`src/rtl/wdist_pkg.sv`:
```
package wdist_pkg;

  typedef enum logic {LANE0 = 1'b0, LANE1 = 1'b1} lane_e;

  localparam logic [3:0] FLUSH_OP = 4'hF;

  // Lane for the next record: stay on the current side unless its weight is zero.
  function automatic lane_e pick_lane(lane_e side, logic w0_nz, logic w1_nz);
    if (side == LANE0) return w0_nz ? LANE0 : LANE1;
    return w1_nz ? LANE1 : LANE0;
  endfunction

  function automatic lane_e other_lane(lane_e l);
    return (l == LANE0) ? LANE1 : LANE0;
  endfunction

  function automatic logic is_flush(logic tag, logic [15:0] d);
    return tag && (d[15:12] == FLUSH_OP);
  endfunction

endpackage

```
`src/rtl/wdist_ratio_seq.sv`:
```
module wdist_ratio_seq
  import wdist_pkg::*;
#(
  parameter int WEIGHT_W = 4
) (
  input  logic                clk,
  input  logic                rst_n,
  input  logic [WEIGHT_W-1:0] weight0,
  input  logic [WEIGHT_W-1:0] weight1,
  input  logic                advance,
  input  logic                restart,
  output lane_e               pick,
  output logic                any_lane,
  output lane_e               side,
  output logic [WEIGHT_W-1:0] count
);

  localparam int SUM_W = WEIGHT_W + 1;

  lane_e               side_q;
  logic [WEIGHT_W-1:0] cnt_q;
  logic [WEIGHT_W-1:0] used;
  logic [WEIGHT_W-1:0] wsel;
  logic                group_done;

  always_comb begin
    pick       = pick_lane(side_q, weight0 != '0, weight1 != '0);
    any_lane   = (weight0 != '0) || (weight1 != '0);
    used       = (pick == side_q) ? cnt_q : '0;
    wsel       = (pick == LANE0) ? weight0 : weight1;
    group_done = ({1'b0, used} + SUM_W'(1)) == {1'b0, wsel};
  end

  always_ff @(posedge clk) begin
    if (!rst_n || restart) begin
      side_q <= LANE0;
      cnt_q  <= '0;
    end else if (advance) begin
      if (group_done) begin
        side_q <= other_lane(pick);
        cnt_q  <= '0;
      end else begin
        side_q <= pick;
        cnt_q  <= used + WEIGHT_W'(1);
      end
    end
  end

  assign side  = side_q;
  assign count = cnt_q;

endmodule

```
`src/rtl/wdist_framer.sv`:
```
module wdist_framer
  import wdist_pkg::*;
#(
  parameter int REC_WORDS = 50
) (
  input  logic  clk,
  input  logic  rst_n,
  input  logic  data_fire,
  input  lane_e pick,
  output logic  rec_start,
  output logic  rec_last,
  output lane_e route
);

  localparam int CNT_W = (REC_WORDS > 1) ? $clog2(REC_WORDS) : 1;

  logic [CNT_W-1:0] wcnt_q;
  lane_e            route_q;

  assign rec_start = (wcnt_q == '0);
  assign rec_last  = (wcnt_q == CNT_W'(REC_WORDS - 1));
  assign route     = rec_start ? pick : route_q;

  always_ff @(posedge clk) begin
    if (!rst_n) begin
      wcnt_q  <= '0;
      route_q <= LANE0;
    end else if (data_fire) begin
      wcnt_q <= rec_last ? '0 : wcnt_q + CNT_W'(1);
      if (rec_start) route_q <= pick;
    end
  end

endmodule

```
`src/rtl/wdist_cmd_bcast.sv`:
```
module wdist_cmd_bcast (
  input  logic clk,
  input  logic rst_n,
  input  logic cmd_valid,
  input  logic l0_ready,
  input  logic l1_ready,
  output logic l0_send,
  output logic l1_send,
  output logic cmd_ready,
  output logic sent0,
  output logic sent1
);

  logic sent0_q, sent1_q;

  assign l0_send   = cmd_valid && !sent0_q;
  assign l1_send   = cmd_valid && !sent1_q;
  assign cmd_ready = (sent0_q || l0_ready) && (sent1_q || l1_ready);
  assign sent0     = sent0_q;
  assign sent1     = sent1_q;

  always_ff @(posedge clk) begin
    if (!rst_n) begin
      sent0_q <= 1'b0;
      sent1_q <= 1'b0;
    end else if (cmd_valid && cmd_ready) begin
      sent0_q <= 1'b0;
      sent1_q <= 1'b0;
    end else begin
      sent0_q <= sent0_q || (l0_send && l0_ready);
      sent1_q <= sent1_q || (l1_send && l1_ready);
    end
  end

endmodule

```
`src/rtl/weighted_distributor.sv`:
```
module weighted_distributor
  import wdist_pkg::*;
#(
  parameter int WEIGHT_W  = 4,
  parameter int REC_WORDS = 50
) (
  input  logic                clk,
  input  logic                rst_n,
  input  logic [WEIGHT_W-1:0] weight0,
  input  logic [WEIGHT_W-1:0] weight1,
  input  logic                in_valid,
  output logic                in_ready,
  input  logic                in_tag,
  input  logic [15:0]         in_data,
  output logic                l0_valid,
  input  logic                l0_ready,
  output logic                l0_tag,
  output logic [15:0]         l0_data,
  output logic                l1_valid,
  input  logic                l1_ready,
  output logic                l1_tag,
  output logic [15:0]         l1_data
);

  lane_e               pick, route, side;
  logic                any_lane, rec_start, rec_last;
  logic [WEIGHT_W-1:0] count;
  logic                cmd_valid, cmd_ready, cmd_l0, cmd_l1, sent0, sent1;
  logic                data_valid, lane_ok, data_ready;
  logic                data_fire, cmd_fire, flush_fire, rec_advance;

  assign cmd_valid   = in_valid && in_tag;
  assign data_valid  = in_valid && !in_tag;
  assign lane_ok     = !rec_start || any_lane;
  assign data_ready  = lane_ok && ((route == LANE0) ? l0_ready : l1_ready);
  assign in_ready    = in_tag ? cmd_ready : data_ready;
  assign data_fire   = data_valid && data_ready;
  assign cmd_fire    = cmd_valid && cmd_ready;
  assign flush_fire  = cmd_fire && is_flush(in_tag, in_data);
  assign rec_advance = data_fire && rec_start;

  wdist_ratio_seq #(.WEIGHT_W(WEIGHT_W)) i_ratio_seq (
    .clk(clk), .rst_n(rst_n), .weight0(weight0), .weight1(weight1),
    .advance(rec_advance), .restart(flush_fire), .pick(pick),
    .any_lane(any_lane), .side(side), .count(count)
  );

  wdist_framer #(.REC_WORDS(REC_WORDS)) i_framer (
    .clk(clk), .rst_n(rst_n), .data_fire(data_fire), .pick(pick),
    .rec_start(rec_start), .rec_last(rec_last), .route(route)
  );

  wdist_cmd_bcast i_cmd_bcast (
    .clk(clk), .rst_n(rst_n), .cmd_valid(cmd_valid), .l0_ready(l0_ready),
    .l1_ready(l1_ready), .l0_send(cmd_l0), .l1_send(cmd_l1),
    .cmd_ready(cmd_ready), .sent0(sent0), .sent1(sent1)
  );

  assign l0_valid = cmd_l0 || (data_valid && lane_ok && route == LANE0);
  assign l1_valid = cmd_l1 || (data_valid && lane_ok && route == LANE1);
  assign l0_tag   = in_tag;
  assign l1_tag   = in_tag;
  assign l0_data  = in_data;
  assign l1_data  = in_data;

endmodule

```
`config.mk`:
```
export PLATFORM = sky130hd
export DESIGN_NAME = weighted_distributor
export DESIGN_NICKNAME = d
export VERILOG_FILES = /design/src/rtl/wdist_pkg.sv /design/src/rtl/wdist_ratio_seq.sv /design/src/rtl/wdist_framer.sv /design/src/rtl/wdist_cmd_bcast.sv /design/src/rtl/weighted_distributor.sv
export SDC_FILE = /design/constraint.sdc
export NUM_CORES = 1
export LEC_CHECK = 0
export CORE_ASPECT_RATIO = 0.7
export CORE_MARGIN = 2
export CORE_UTILIZATION = 60
export CTS_CLUSTER_SIZE = 25
export DETAILED_ROUTE_END_ITERATION = 6
export DONT_BUFFER_PORTS = 1
export GPL_ROUTABILITY_DRIVEN = 0
export PLACE_DENSITY = 0.76
export SLEW_MARGIN = 20
export SYNTH_ARGS = -nofsm -noshare
export SYNTH_HDL_FRONTEND = slang
export SYNTH_SLANG_ARGS = --single-unit
```
`constraint.sdc`:
```
create_clock -name clk -period 10.2 [get_ports clk]
set_clock_uncertainty 0.15 [all_clocks]
set_input_delay 2.04 -clock clk [delete_from_list [all_inputs] [get_ports clk]]
set_output_delay 2.04 -clock clk [all_outputs]
set_load 0.01 [all_outputs]
```
==> results.sh <==
export IMPL_dieArea_um2=2880
export IMPL_track_usage_pct=22.70
export IMPL_hp_start="i_ratio_seq.count[1]"
export IMPL_crit_type="input pin to primary output"
export IMPL_synth_area_leaders="dfxtp_1 (19%), buf_4 (17%), xor2_1 (4.2%), nor2_1 (3.6%), ha_1 (3.4%)"
export IMPL_io_pin_count=67
export IMPL_whs_path_depth=2
export IMPL_vias=1275
export IMPL_path_clk_slew_ps=70
export IMPL_drtAntennaViolNets=0
export IMPL_ctsLongestPathBuffers=2
export IMPL_syn_to_final_growth_pct=-13.81
export IMPL_rsz0062_at_grt="false"
export IMPL_cp_required_ps=8010
export IMPL_tns_ps=0
export IMPL_drt_initial_drc_count=151
export IMPL_leakage_uw=0.0004478
export IMPL_finalWirelength_mm=3.220
export IMPL_place_inst=184
export IMPL_synthesis_nets=223
export IMPL_hpwlAfterDp_mm=2.502
export IMPL_synth_cell_type_count=49
export IMPL_cts_tree="done"
export IMPL_synthCells=189
export IMPL_synth_edff_count=0
export IMPL_htree_levels=1
export IMPL_portBuffers=0
export IMPL_period_needed_ps=5520
export IMPL_grt_pass1_vias=1123
export IMPL_powerDensity_nw_per_um2=89.88
export IMPL_route_detailed_drc=0
export IMPL_rr_worst_depth=10
export IMPL_timing_reg2reg_setup_slack_ps=6440
export IMPL_vdd_ir_drop_max_v=0.00008336
export IMPL_hp_class="flop to flop"
export IMPL_timing_fmax_mhz=181.2
export IMPL_arrival_ps=3330
export IMPL_grt_max_degree=14
export IMPL_root_buffer="clkbuf_4"
export IMPL_yosysMostFrequentCell="buf_4"
export IMPL_r2r_end="i_ratio_seq.count[3]"
export IMPL_nets=191
export IMPL_outcome="complete, no violations"
export IMPL_synth_common_cells="buf_4 (34), dfxtp_1 (14), nor2_1 (14), nand2_1 (13)"
export IMPL_drv_cap=0
export IMPL_stdcell_count=187
export IMPL_ys_flop_type="dfxtp_1"
export IMPL_worst_pin_slew_ps=747.3
export IMPL_finalPower_uw=114.4
export IMPL_cp_max_fo=7
export IMPL_seq_area_frac_synth_pct=18.98
export IMPL_gr_total_overflow=0
export IMPL_clk_latency_ps=280
export IMPL_fill_cells=222
export IMPL_hold_viol=0
export IMPL_cts_buffers=3
export IMPL_finalSetupViolCount=0
export IMPL_grt_first_pass_wirelength_mm=5.085
export IMPL_cts_sinks=14
export IMPL_start_kind="input pin"
export IMPL_multi_input_area_um2=899.6
export IMPL_die_w_um=63.29
export IMPL_ys_seq_elements=14
export IMPL_start_util_pct=65.85
export IMPL_ys_async_sr_fraction_pct=0
export IMPL_timing_slew_headroom_pct=49.76
export IMPL_vias_per_cell=6.818
export IMPL_coreArea_um2=2242
export IMPL_rows=14
export IMPL_synth_top_area_share_pct=18.98
export IMPL_cts_resized=0
export IMPL_syn_cell_area_um2=1476
export IMPL_crit_path_end_kind="primary output"
export IMPL_setup_ws_ps=4680
export IMPL_cts_setup_buffers=0
export IMPL_pre_cts_slack_ps=4701
export IMPL_antenna_found_initial=0
export IMPL_rr_startpoint="i_ratio_seq.side"
export IMPL_seqCellArea_um2=280.3
export IMPL_hold_buffers=0
export IMPL_fp_dieH_um=45.50
export IMPL_routedWlPerCell_um=17.22
export IMPL_slew_viol_final=0
export IMPL_min_period_over_period_pct=54.12
export IMPL_syn_area_per_cell_um2=7.812
export IMPL_drt_pass1_iterations=4
export IMPL_diodes=0
export IMPL_hold_end="i_ratio_seq.count[1]"
export IMPL_ys_warn_count=0
export IMPL_drive_above_1_share_pct=8.387
export IMPL_synth_top_area_cell="dfxtp_1"
==> sequential cells by signal, summed over array words and instances (netlist names) <==
name               cells
i_cmd_bcast.sent0      1
i_cmd_bcast.sent1      1
i_framer.route_q       1
i_framer.wcnt_q        6
i_ratio_seq.count      4
i_ratio_seq.side       1
==> through the flow <==
step / util, % / cell area [um2] / hold slack (ps)
global placement: 55.75 / 1250 / 305.6
global route: 56.75 / 1272 / 356.5
floorplan: - / 1476 / 290.9
finish: 56.75 / 1272 / 317.4
detailed placement: 55.75 / 1250 / 312.8
CTS: 56.75 / 1272 / 323.8
==> cell families after synthesis <==
logic type / synth area share [%]
flip-flops: 18.98
adder cells (fa/ha/maj): 3.390
AO/OA/AOI/OAI: 20.08
AND/OR/NAND/NOR: 28.48
buffers and inverters: 20.08
multiplexers: 4.237
XOR/XNOR: 4.746
==> placed cells by master, fill, tap and decap left out, types with 2 or more instances in the layout <==
cell type | synthesis | layout
ha_1 | 4 | 4
dfxtp_1 | 14 | 14
mux2i_1 | 4 | 4
nand4_1 | 7 | 7
nor3_1 | 4 | 4
o31ai_1 | 2 | 2
inv_1 | 7 | 7
or4_1 | 2 | 2
and2_1 | 5 | 5
o21ai_0 | 4 | 4
o22ai_1 | 4 | 4
mux2_2 | 2 | 2
a22oi_1 | 2 | 2
nor2_1 | 14 | 14
a21oi_1 | 3 | 3
nand2_1 | 13 | 13
and3_1 | 3 | 3
o21a_1 | 2 | 2
nor4_2 | 3 | 3
clkbuf_4 | 0 | 3
o21ai_1 | 2 | 2
nand3_1 | 5 | 5
nand2b_1 | 4 | 4
o221ai_1 | 2 | 2
nor4_1 | 3 | 3
xor2_1 | 7 | 7
or4_4 | 2 | 2
a31oi_1 | 5 | 5
a211oi_1 | 4 | 4
==> report_power, final <==
group | internal [uW] | leakage, uW | switching, uW | total (uW)
Sequential | 56.1 | 0.000113 | 1.91 | 58.0
Combinational | 11.3 | 0.000321 | 14.8 | 26.1
Clock | 13.7 | 0.0000138 | 16.5 | 30.2
==> how the worst max path moves through the flow <==
stage                          start        to  slack (ps)  cells past startpoint
final                     weight1[1]  l0_valid        4680                      4
after detailed placement  weight1[1]  l0_valid        4700                      5
after global placement    weight0[1]  l1_valid        4750                      6
after CTS                 weight1[1]  l0_valid        4700                      5
after global routing      weight1[1]  l0_valid        4570                      5
after floorplan           weight1[3]  l1_valid        4790                      7
==> layout make-up <==
| type | count | area share, % |
|---|---|---|
| sequential | 14 | 22.03 |
| inverter | 8 | 2.360 |
| multi-input combinational | 130 | 70.70 |
| clock buffer | 3 | 1.770 |
| tap | 32 | 3.147 |
==> worst max-delay path, stage by stage <==
cell	delay, ps
nor4_2	670
a31o_2	330
o22ai_1	90
and2_1	190
==> metal layers <==
metal | track usage (%) | routed length [um]
met5 | 0 | 0
met4 | 11.30 | 104
met3 | 6.683 | 340
met2 | 34.04 | 1363
met1 | 30.27 | 1412
(Power assumes the default switching activity.)
